### src/rtl/pa_pkg.sv
// Shared command encoding for the packet page allocator.
package pa_pkg;
    typedef enum logic [1:0] {
        OP_ALLOC   = 2'd0,
        OP_ENQUEUE = 2'd1,
        OP_RELEASE = 2'd2,
        OP_RESET   = 2'd3
    } pa_op_e;
endpackage

### src/rtl/pa_cmd_ctrl.sv
// Command front end: accepts one command when idle, holds busy for
// BUSY_CYCLES cycles and pulses exec in the last one with the latched
// operands. Assumes BUSY_CYCLES >= 1; commands seen while busy are dropped.
module pa_cmd_ctrl
    import pa_pkg::*;
#(
    parameter int BUSY_CYCLES = 2,
    parameter int PG_W        = 8,
    parameter int PNUM_W      = 2
) (
    input  logic              clk,
    input  logic              rst_n,
    input  logic              cmd_valid,
    input  logic [1:0]        cmd_op,
    input  logic [PG_W-1:0]   cmd_pages,
    input  logic [PNUM_W-1:0] cmd_pnum,
    output logic              busy,
    output logic              exec,
    output pa_op_e            exec_op,
    output logic [PG_W-1:0]   exec_pages,
    output logic [PNUM_W-1:0] exec_pnum
);
    localparam int CW = $clog2(BUSY_CYCLES + 1);

    logic [CW-1:0] cnt_q;
    logic          accept;

    assign busy   = (cnt_q != '0);
    assign exec   = (cnt_q == CW'(1));
    assign accept = cmd_valid && !busy;

    // Busy window counter: load on accept, count down to zero.
    always_ff @(posedge clk) begin
        if (!rst_n)          cnt_q <= '0;
        else if (busy)       cnt_q <= cnt_q - CW'(1);
        else if (cmd_valid)  cnt_q <= CW'(BUSY_CYCLES);
    end

    // Operand latch captured at the accepting edge.
    always_ff @(posedge clk) begin
        if (!rst_n) begin
            exec_op    <= OP_ALLOC;
            exec_pages <= '0;
            exec_pnum  <= '0;
        end else if (accept) begin
            exec_op    <= pa_op_e'(cmd_op);
            exec_pages <= cmd_pages;
            exec_pnum  <= cmd_pnum;
        end
    end
endmodule

### src/rtl/pa_free_map.sv
// Free-slot bitmap: one bit per slot, 1 = free. Offers the lowest free
// slot and a population count. A release beats nothing; a claim of the
// same slot in the same cycle wins over its release; reset_all wins over both.
module pa_free_map #(
    parameter int NUM_SLOTS = 4
) (
    input  logic                         clk,
    input  logic                         rst_n,
    input  logic                         reset_all,
    input  logic [NUM_SLOTS-1:0]         claim_mask,
    input  logic [NUM_SLOTS-1:0]         release_mask,
    output logic                         grant_valid,
    output logic [$clog2(NUM_SLOTS)-1:0] grant_idx,
    output logic [$clog2(NUM_SLOTS+1)-1:0] free_count
);
    localparam int IW = $clog2(NUM_SLOTS);
    localparam int CW = $clog2(NUM_SLOTS + 1);

    logic [NUM_SLOTS-1:0] free_q;

    // Bitmap update with reset, release and claim priority.
    always_ff @(posedge clk) begin
        if (!rst_n || reset_all) free_q <= '1;
        else                     free_q <= (free_q | release_mask) & ~claim_mask;
    end

    // Lowest free slot search and free count.
    always_comb begin
        grant_idx  = '0;
        free_count = '0;
        for (int i = NUM_SLOTS - 1; i >= 0; i--) begin
            if (free_q[i]) grant_idx = IW'(i);
        end
        for (int i = 0; i < NUM_SLOTS; i++) begin
            free_count = free_count + CW'(free_q[i]);
        end
    end

    assign grant_valid = |free_q;
endmodule

### src/rtl/pa_pnum_fifo.sv
// Ordered queue of slot numbers. Push and pop may share a cycle; a push
// into a full queue without a pop is dropped; clear empties it at once.
module pa_pnum_fifo #(
    parameter int DEPTH = 4,
    parameter int W     = 2
) (
    input  logic                       clk,
    input  logic                       rst_n,
    input  logic                       clear,
    input  logic                       push,
    input  logic [W-1:0]               push_data,
    input  logic                       pop,
    output logic [W-1:0]               head,
    output logic                       empty,
    output logic [$clog2(DEPTH+1)-1:0] count
);
    localparam int PW = (DEPTH > 1) ? $clog2(DEPTH) : 1;
    localparam int CW = $clog2(DEPTH + 1);

    logic [W-1:0]  mem_q [DEPTH];
    logic [PW-1:0] wr_q, rd_q;
    logic          do_push, do_pop;

    assign do_pop  = pop && (count != '0);
    assign do_push = push && ((count != CW'(DEPTH)) || do_pop);
    assign head    = mem_q[rd_q];
    assign empty   = (count == '0);

    // Entry storage write.
    always_ff @(posedge clk) begin
        if (do_push) mem_q[wr_q] <= push_data;
    end

    // Pointer and occupancy bookkeeping.
    always_ff @(posedge clk) begin
        if (!rst_n || clear) begin
            wr_q  <= '0;
            rd_q  <= '0;
            count <= '0;
        end else begin
            if (do_push) wr_q <= (wr_q == PW'(DEPTH - 1)) ? '0 : wr_q + PW'(1);
            if (do_pop)  rd_q <= (rd_q == PW'(DEPTH - 1)) ? '0 : rd_q + PW'(1);
            count <= count + CW'(do_push) - CW'(do_pop);
        end
    end
endmodule

### src/rtl/pkt_page_alloc.sv
// Packet buffer page allocator top. Ties the command front end, free map
// and the transmit/receive slot queues together and owns the result and
// interrupt registers. Assumes the MAC only pushes received packets into
// slots that are free and only signals tx_done for the queue head.
module pkt_page_alloc
    import pa_pkg::*;
#(
    parameter int NUM_SLOTS   = 4,
    parameter int SLOT_BYTES  = 2048,
    parameter int PAGE_BYTES  = 256,
    parameter int BUSY_CYCLES = 2,
    parameter int PG_W        = 8,
    parameter int FU_W        = 8,
    parameter int PNUM_W      = $clog2(NUM_SLOTS)
) (
    input  logic              clk,
    input  logic              rst_n,
    input  logic              cmd_valid,
    input  logic [1:0]        cmd_op,
    input  logic [PG_W-1:0]   cmd_pages,
    input  logic [PNUM_W-1:0] cmd_pnum,
    output logic              busy,
    output logic [PNUM_W-1:0] alloc_pnum,
    output logic              alloc_failed,
    output logic              alloc_irq,
    input  logic              alloc_irq_ack,
    input  logic              autorel_en,
    input  logic              tx_done,
    output logic              tx_head_valid,
    output logic [PNUM_W-1:0] tx_head_pnum,
    output logic              txe_irq,
    input  logic              txe_irq_ack,
    input  logic              rx_push,
    input  logic [PNUM_W-1:0] rx_push_pnum,
    output logic              rx_empty,
    output logic [PNUM_W-1:0] rx_head_pnum,
    output logic [FU_W-1:0]   free_units
);
    localparam int CW = $clog2(NUM_SLOTS + 1);
    localparam logic [PG_W:0] SLOT_PAGES = (PG_W + 1)'(SLOT_BYTES / PAGE_BYTES);

    logic              exec;
    pa_op_e            exec_op;
    logic [PG_W-1:0]   exec_pages;
    logic [PNUM_W-1:0] exec_pnum;
    logic              grant_valid;
    logic [PNUM_W-1:0] grant_idx;
    logic [CW-1:0]     free_count;
    logic              tx_empty;
    logic [CW-1:0]     tx_count;
    logic [CW-1:0]     rx_count;
    logic              do_alloc, fits, grant_ok, do_enq, do_rel, do_rst, tx_pop;
    logic [NUM_SLOTS-1:0] claim_mask, release_mask;

    pa_cmd_ctrl #(.BUSY_CYCLES(BUSY_CYCLES), .PG_W(PG_W), .PNUM_W(PNUM_W)) u_ctrl (
        .clk(clk), .rst_n(rst_n), .cmd_valid(cmd_valid), .cmd_op(cmd_op),
        .cmd_pages(cmd_pages), .cmd_pnum(cmd_pnum), .busy(busy), .exec(exec),
        .exec_op(exec_op), .exec_pages(exec_pages), .exec_pnum(exec_pnum)
    );

    // Decode of the completing command and MAC events.
    always_comb begin
        do_alloc = exec && (exec_op == OP_ALLOC);
        fits     = ({1'b0, exec_pages} < SLOT_PAGES);
        grant_ok = do_alloc && fits && grant_valid;
        do_enq   = exec && (exec_op == OP_ENQUEUE);
        do_rel   = exec && (exec_op == OP_RELEASE) && !rx_empty;
        do_rst   = exec && (exec_op == OP_RESET);
        tx_pop   = tx_done && !tx_empty;
    end

    // Slot claim and release masks fed to the free map.
    always_comb begin
        claim_mask   = '0;
        release_mask = '0;
        if (grant_ok)             claim_mask[grant_idx]      = 1'b1;
        if (rx_push)              claim_mask[rx_push_pnum]   = 1'b1;
        if (do_rel)               release_mask[rx_head_pnum] = 1'b1;
        if (tx_pop && autorel_en) release_mask[tx_head_pnum] = 1'b1;
    end

    pa_free_map #(.NUM_SLOTS(NUM_SLOTS)) u_map (
        .clk(clk), .rst_n(rst_n), .reset_all(do_rst), .claim_mask(claim_mask),
        .release_mask(release_mask), .grant_valid(grant_valid),
        .grant_idx(grant_idx), .free_count(free_count)
    );

    pa_pnum_fifo #(.DEPTH(NUM_SLOTS), .W(PNUM_W)) u_txq (
        .clk(clk), .rst_n(rst_n), .clear(do_rst), .push(do_enq),
        .push_data(exec_pnum), .pop(tx_pop), .head(tx_head_pnum),
        .empty(tx_empty), .count(tx_count)
    );

    pa_pnum_fifo #(.DEPTH(NUM_SLOTS), .W(PNUM_W)) u_rxq (
        .clk(clk), .rst_n(rst_n), .clear(do_rst), .push(rx_push),
        .push_data(rx_push_pnum), .pop(do_rel), .head(rx_head_pnum),
        .empty(rx_empty), .count(rx_count)
    );

    // Claim result register.
    always_ff @(posedge clk) begin
        if (!rst_n) begin
            alloc_pnum   <= '0;
            alloc_failed <= 1'b0;
        end else if (do_alloc) begin
            alloc_pnum   <= grant_ok ? grant_idx : '0;
            alloc_failed <= !grant_ok;
        end
    end

    // Sticky interrupt flags; a new set beats an acknowledge.
    always_ff @(posedge clk) begin
        if (!rst_n) begin
            alloc_irq <= 1'b0;
            txe_irq   <= 1'b0;
        end else begin
            if (grant_ok)           alloc_irq <= 1'b1;
            else if (alloc_irq_ack) alloc_irq <= 1'b0;
            if (tx_pop && (tx_count == CW'(1)) && !do_enq && !do_rst) txe_irq <= 1'b1;
            else if (txe_irq_ack)   txe_irq <= 1'b0;
        end
    end

    assign tx_head_valid = !tx_empty;
    assign free_units    = FU_W'(free_count);

    logic unused_ok;
    assign unused_ok = ^rx_count;
endmodule

### config.mk
export PLATFORM = sky130hd
export DESIGN_NAME = pkt_page_alloc
export DESIGN_NICKNAME = d
export VERILOG_FILES = /design/src/rtl/pa_pkg.sv /design/src/rtl/pa_cmd_ctrl.sv /design/src/rtl/pa_free_map.sv /design/src/rtl/pa_pnum_fifo.sv /design/src/rtl/pkt_page_alloc.sv
export SDC_FILE = /design/constraint.sdc
export NUM_CORES = 1
export LEC_CHECK = 0
export ABC_CLOCK_PERIOD_IN_PS = 5700
export BUFFER_PORTS_ARGS = -buffer_cell sky130_fd_sc_hd__buf_2
export CAP_MARGIN = 20
export CORE_ASPECT_RATIO = 0.5
export CORE_UTILIZATION = 58
export CTS_CLUSTER_DIAMETER = 150
export DETAILED_ROUTE_END_ITERATION = 12
export PLACE_DENSITY = 0.82
export SYNTH_ARGS = -nofsm -noshare
export SYNTH_HDL_FRONTEND = slang
export SYNTH_SLANG_ARGS = --single-unit
export TNS_END_PERCENT = 1
### constraint.sdc
create_clock -name clk -period 5.7 [get_ports clk]
set_clock_uncertainty 0.1 [all_clocks]
set_input_delay 1.14 -clock clk [delete_from_list [all_inputs] [get_ports clk]]
set_output_delay 1.14 -clock clk [all_outputs]
set_load 0.01 [all_outputs]
==> metrics.md <==
| Metric | Value |
|---|---|
| Status | `finished, final reports clean` |
| Max_cap viols | `0` |
| Switching part of the total | `31.7%` |
| Vias in the first global route | `1709` |
| Startpoint types | `flop` |
| Final setup margin | `2510 ps` |
| Power Density | `around 330 nW/um^2` |
| Largest net degree at the start of global routing | `16` |
| Reg2Reg Launch Point | `u_ctrl.cnt_q[1]` |
| Core area | `4020 um^2` |
| Worst reg2reg endpoint | `u_rxq.count[2]` |
| Initial Util | `a little over three fifths` |
| Worst min path class | `flop to flop` |
| Fin Setup TNS | `0 ps` |
| Total grt overflow | `0` |
| CTS tree | `yes` |
| Reg2reg path depth | `12` |
| Fin crit share | `between 50% and 60%` |
| Slew @ Worst Pin | `roughly 800 ps` |
| Slew headroom | `a little under half` |
| Slowest stage delay, CP | `480 ps` |
| Synth top area cells | `dfxtp_1 (30%), edfxtp_1 (19%), ha_1 (9.9%), a21oi_1 (3.6%), mux4_2 (3.6%)` |
| Fin util | `69.5%` |
| Post-detailed-route wirelength per cell | `13.4 um` |
| Pre-CTS worst setup slack | `~2400 ps` |
| Comb pwr share | `a little over a quarter` |
| Layout cells sized above 1 | `between 10% and 20%` |
| Top FF cell, synth | `dfxtp_1` |
| Netlist cell types | `39` |
| IO buf count | `33` |
| Total CTS buffers | `5` |
| Final Net Count | `approximately 320` |
| DRT iter0 DRCs | `87` |
| Synth Register Bits | `54` |
| Most used cell, CP | `ha_1` |
| Crit path time final | `between 3000 and 4000 ps` |
| CTS root buf | `clkbuf_8` |
| Post-CTS sizing | `0` |
| ANT cells | `0` |
| Die Height | `48.6 um` |
| Via density | `about 5.4` |
| Top-count cell post-synth | `dfxtp_1` |
| Htree depth | `2` |
| Dpl cell area | `between 2000 and 3000 um^2` |
| Synthesized area | `approximately 2500 um^2` |
| Worst hold slack | `approximately 370 ps` |
| Mapped Cells | `244` |
| Initial antenna violation count | `0` |
| Syn Area/Cell | `roughly 10 um^2` |
| RSZ-0062 raised after global routing | `no` |
| DRC | `0` |
| P_sw | `roughly 0.3 mW` |
| Ys async rst share | `0%` |
| Placed Cells | `roughly 330` |
| # hold bufs at CTS | `0` |
| Via count | `approximately 1.8k` |
| CP endpoint | `free_units[1]` |
| DRT antenna net count | `0` |
| Int Pwr | `~0.64 mW` |
| Final hold violations | `0` |
| IO Count | `42` |
| Reg-to-reg setup timing slack | `around 2900 ps` |
| Syn. warnings | `0` |
| Sink Count | `54` |
| Register area share after synthesis | `approximately half` |
| Detailed Routing Iterations Pass 1 | `4` |
| Final GP Congestion | `approximately 0.87` |
| Clk slew on worst S/H paths | `around 90 ps` |
| Top cells by count, synth | `dfxtp_1 (38), nor2_1 (23), inv_1 (22)` |
| F_max | `approximately 310 MHz` |
| Overall Global Routing Usage | `between 20% and 30%` |
| CTS max path bufs | `2` |
| Sequential power share | `between 50 and 60%` |
| Hpwl dp | `about 3.5 mm` |
| Leading area contributor after synthesis | `dfxtp_1` |
| Rows | `16` |
| Total Wirelength | `about 4.5 mm` |
| Area growth syn-to-layout | `10.8%` |
| First-pass GRT wire length | `roughly 7.6 mm` |
| Worst skew pair latency | `between 200 and 300 ps` |
| Area share of the largest cell type after synthesis | `~30%` |
| Leakage | `roughly 1.2 nW` |
| Crit path cell chain | `inv_1 -> ha_1 -> fa_1 -> ha_1 -> buf_2` |
| WS Path Type | `flop to primary output` |
| Total power | `just over 0.9 mW` |
| Final setup fails | `0` |
| Critical path launch point | `u_map.free_q[1]` |
| Post-CTS setup buffers | `0` |
| Clock share of power | `21.2%` |
| CP max FO | `8` |
| Die ar. | `about 4600 um^2` |
| EDFF count, synth | `16` |
| Final Instance Area | `~2800 um^2` |
| Die X | `~95 um` |
| CP arrival | `1950 ps` |
| CP max-delay cell | `dfxtp_1` |
| Worst ir drop on vdd | `roughly 0.16 mV` |
| Final Non-Filler Cells | `between 300 and 400` |
| Worst setup EP type | `primary output` |
| Final slew viol count | `0` |
| CP Data Required Time | `~4500 ps` |
-- worst max-delay path: cells and delay by family, from the launching register on --
family | cells | cell delay [ps]
flops | 1 | 480
fa+ha+maj | 3 | 940
buf+inv | 2 | 240
-- placed cells by master (no fill, tap or decap), types with 2 or more instances in the layout --
master | synthesis | layout
conb_1 | 1 | 5
a211oi_1 | 2 | 2
nand3_1 | 12 | 12
edfxtp_1 | 16 | 16
nand3b_1 | 3 | 3
buf_2 | 0 | 33
xnor2_1 | 2 | 2
o21ai_0 | 4 | 4
a31oi_1 | 3 | 3
or3_1 | 2 | 2
inv_1 | 22 | 22
nor3_1 | 6 | 6
xor2_1 | 2 | 2
and3_1 | 3 | 3
nand2b_1 | 2 | 2
ha_1 | 20 | 20
dfxtp_1 | 38 | 38
nor2b_1 | 2 | 2
clkbuf_1 | 4 | 2
nor2_1 | 23 | 23
mux4_2 | 4 | 4
fa_1 | 3 | 3
and2_1 | 10 | 10
a21oi_1 | 18 | 18
mux2i_1 | 5 | 5
clkbuf_8 | 0 | 5
nand2_1 | 19 | 19
-- cell type report --
type / count / area (um^2)
Multi-Input combinational cell: 163 / 1160
Sequential cell: 54 / 1240
Fill cell: 301 / 1230
Clock buffer: 7 / 76.3
Tap cell: 54 / 67.6
Inverter: 22 / 82.6
Timing Repair Buffer: 33 / 165
-- routing by layer --
layer	vias up	global-route usage [%]	wire, um
met3	6	6.45	244
met4	0	5.81	42
met1	854	27.4	1980
li1	907	-	-
met2	45	35.1	2200
met5	-	0	0
-- cells by family after synthesis --
logic type | synth area share, %
AO/OA/AOI/OAI | 8.83
XOR/XNOR | 1.39
adder cells (fa/ha/maj) | 12.3
buffers and inverters | 5.35
flip-flops | 49.2
multiplexers | 5.55
other | 0.149
AND/OR/NAND/NOR | 17.3
-- how the worst min path moves through the flow --
stage | from | to | cells after the start
detailed placement | alloc_pnum[1] | alloc_pnum[1] | 2
global placement | alloc_pnum[1] | alloc_pnum[1] | 2
finish | alloc_pnum[1] | alloc_pnum[1] | 2
floorplan | u_ctrl.exec_pages[6] | u_ctrl.exec_pages[6] | 2
global route | alloc_pnum[1] | alloc_pnum[1] | 2
CTS | alloc_pnum[1] | alloc_pnum[1] | 2
-- power groups by stage --
stage          logic, mW  clock network (mW)  registers, mW
6_report           0.254               0.198          0.481
5_1_grt            0.290               0.219          0.489
4_1_cts            0.254               0.202          0.481
3_5_place_dp       0.252                   0          0.490
3_3_place_gp       0.239                   0          0.487
2_1_floorplan      0.188                   0          0.481
-- registers in the layout, summed over array words and instances, names as in the netlist, 3 cells and up, named ones only --
| name | count |
|---|---|
| u_rxq.count | 3 |
| u_txq.count | 3 |
| u_ctrl.exec_pages | 5 |
| u_map.free_q | 4 |
| u_txq.mem_q | 8 |
| u_rxq.mem_q | 8 |
(Power assumes the default switching activity.)
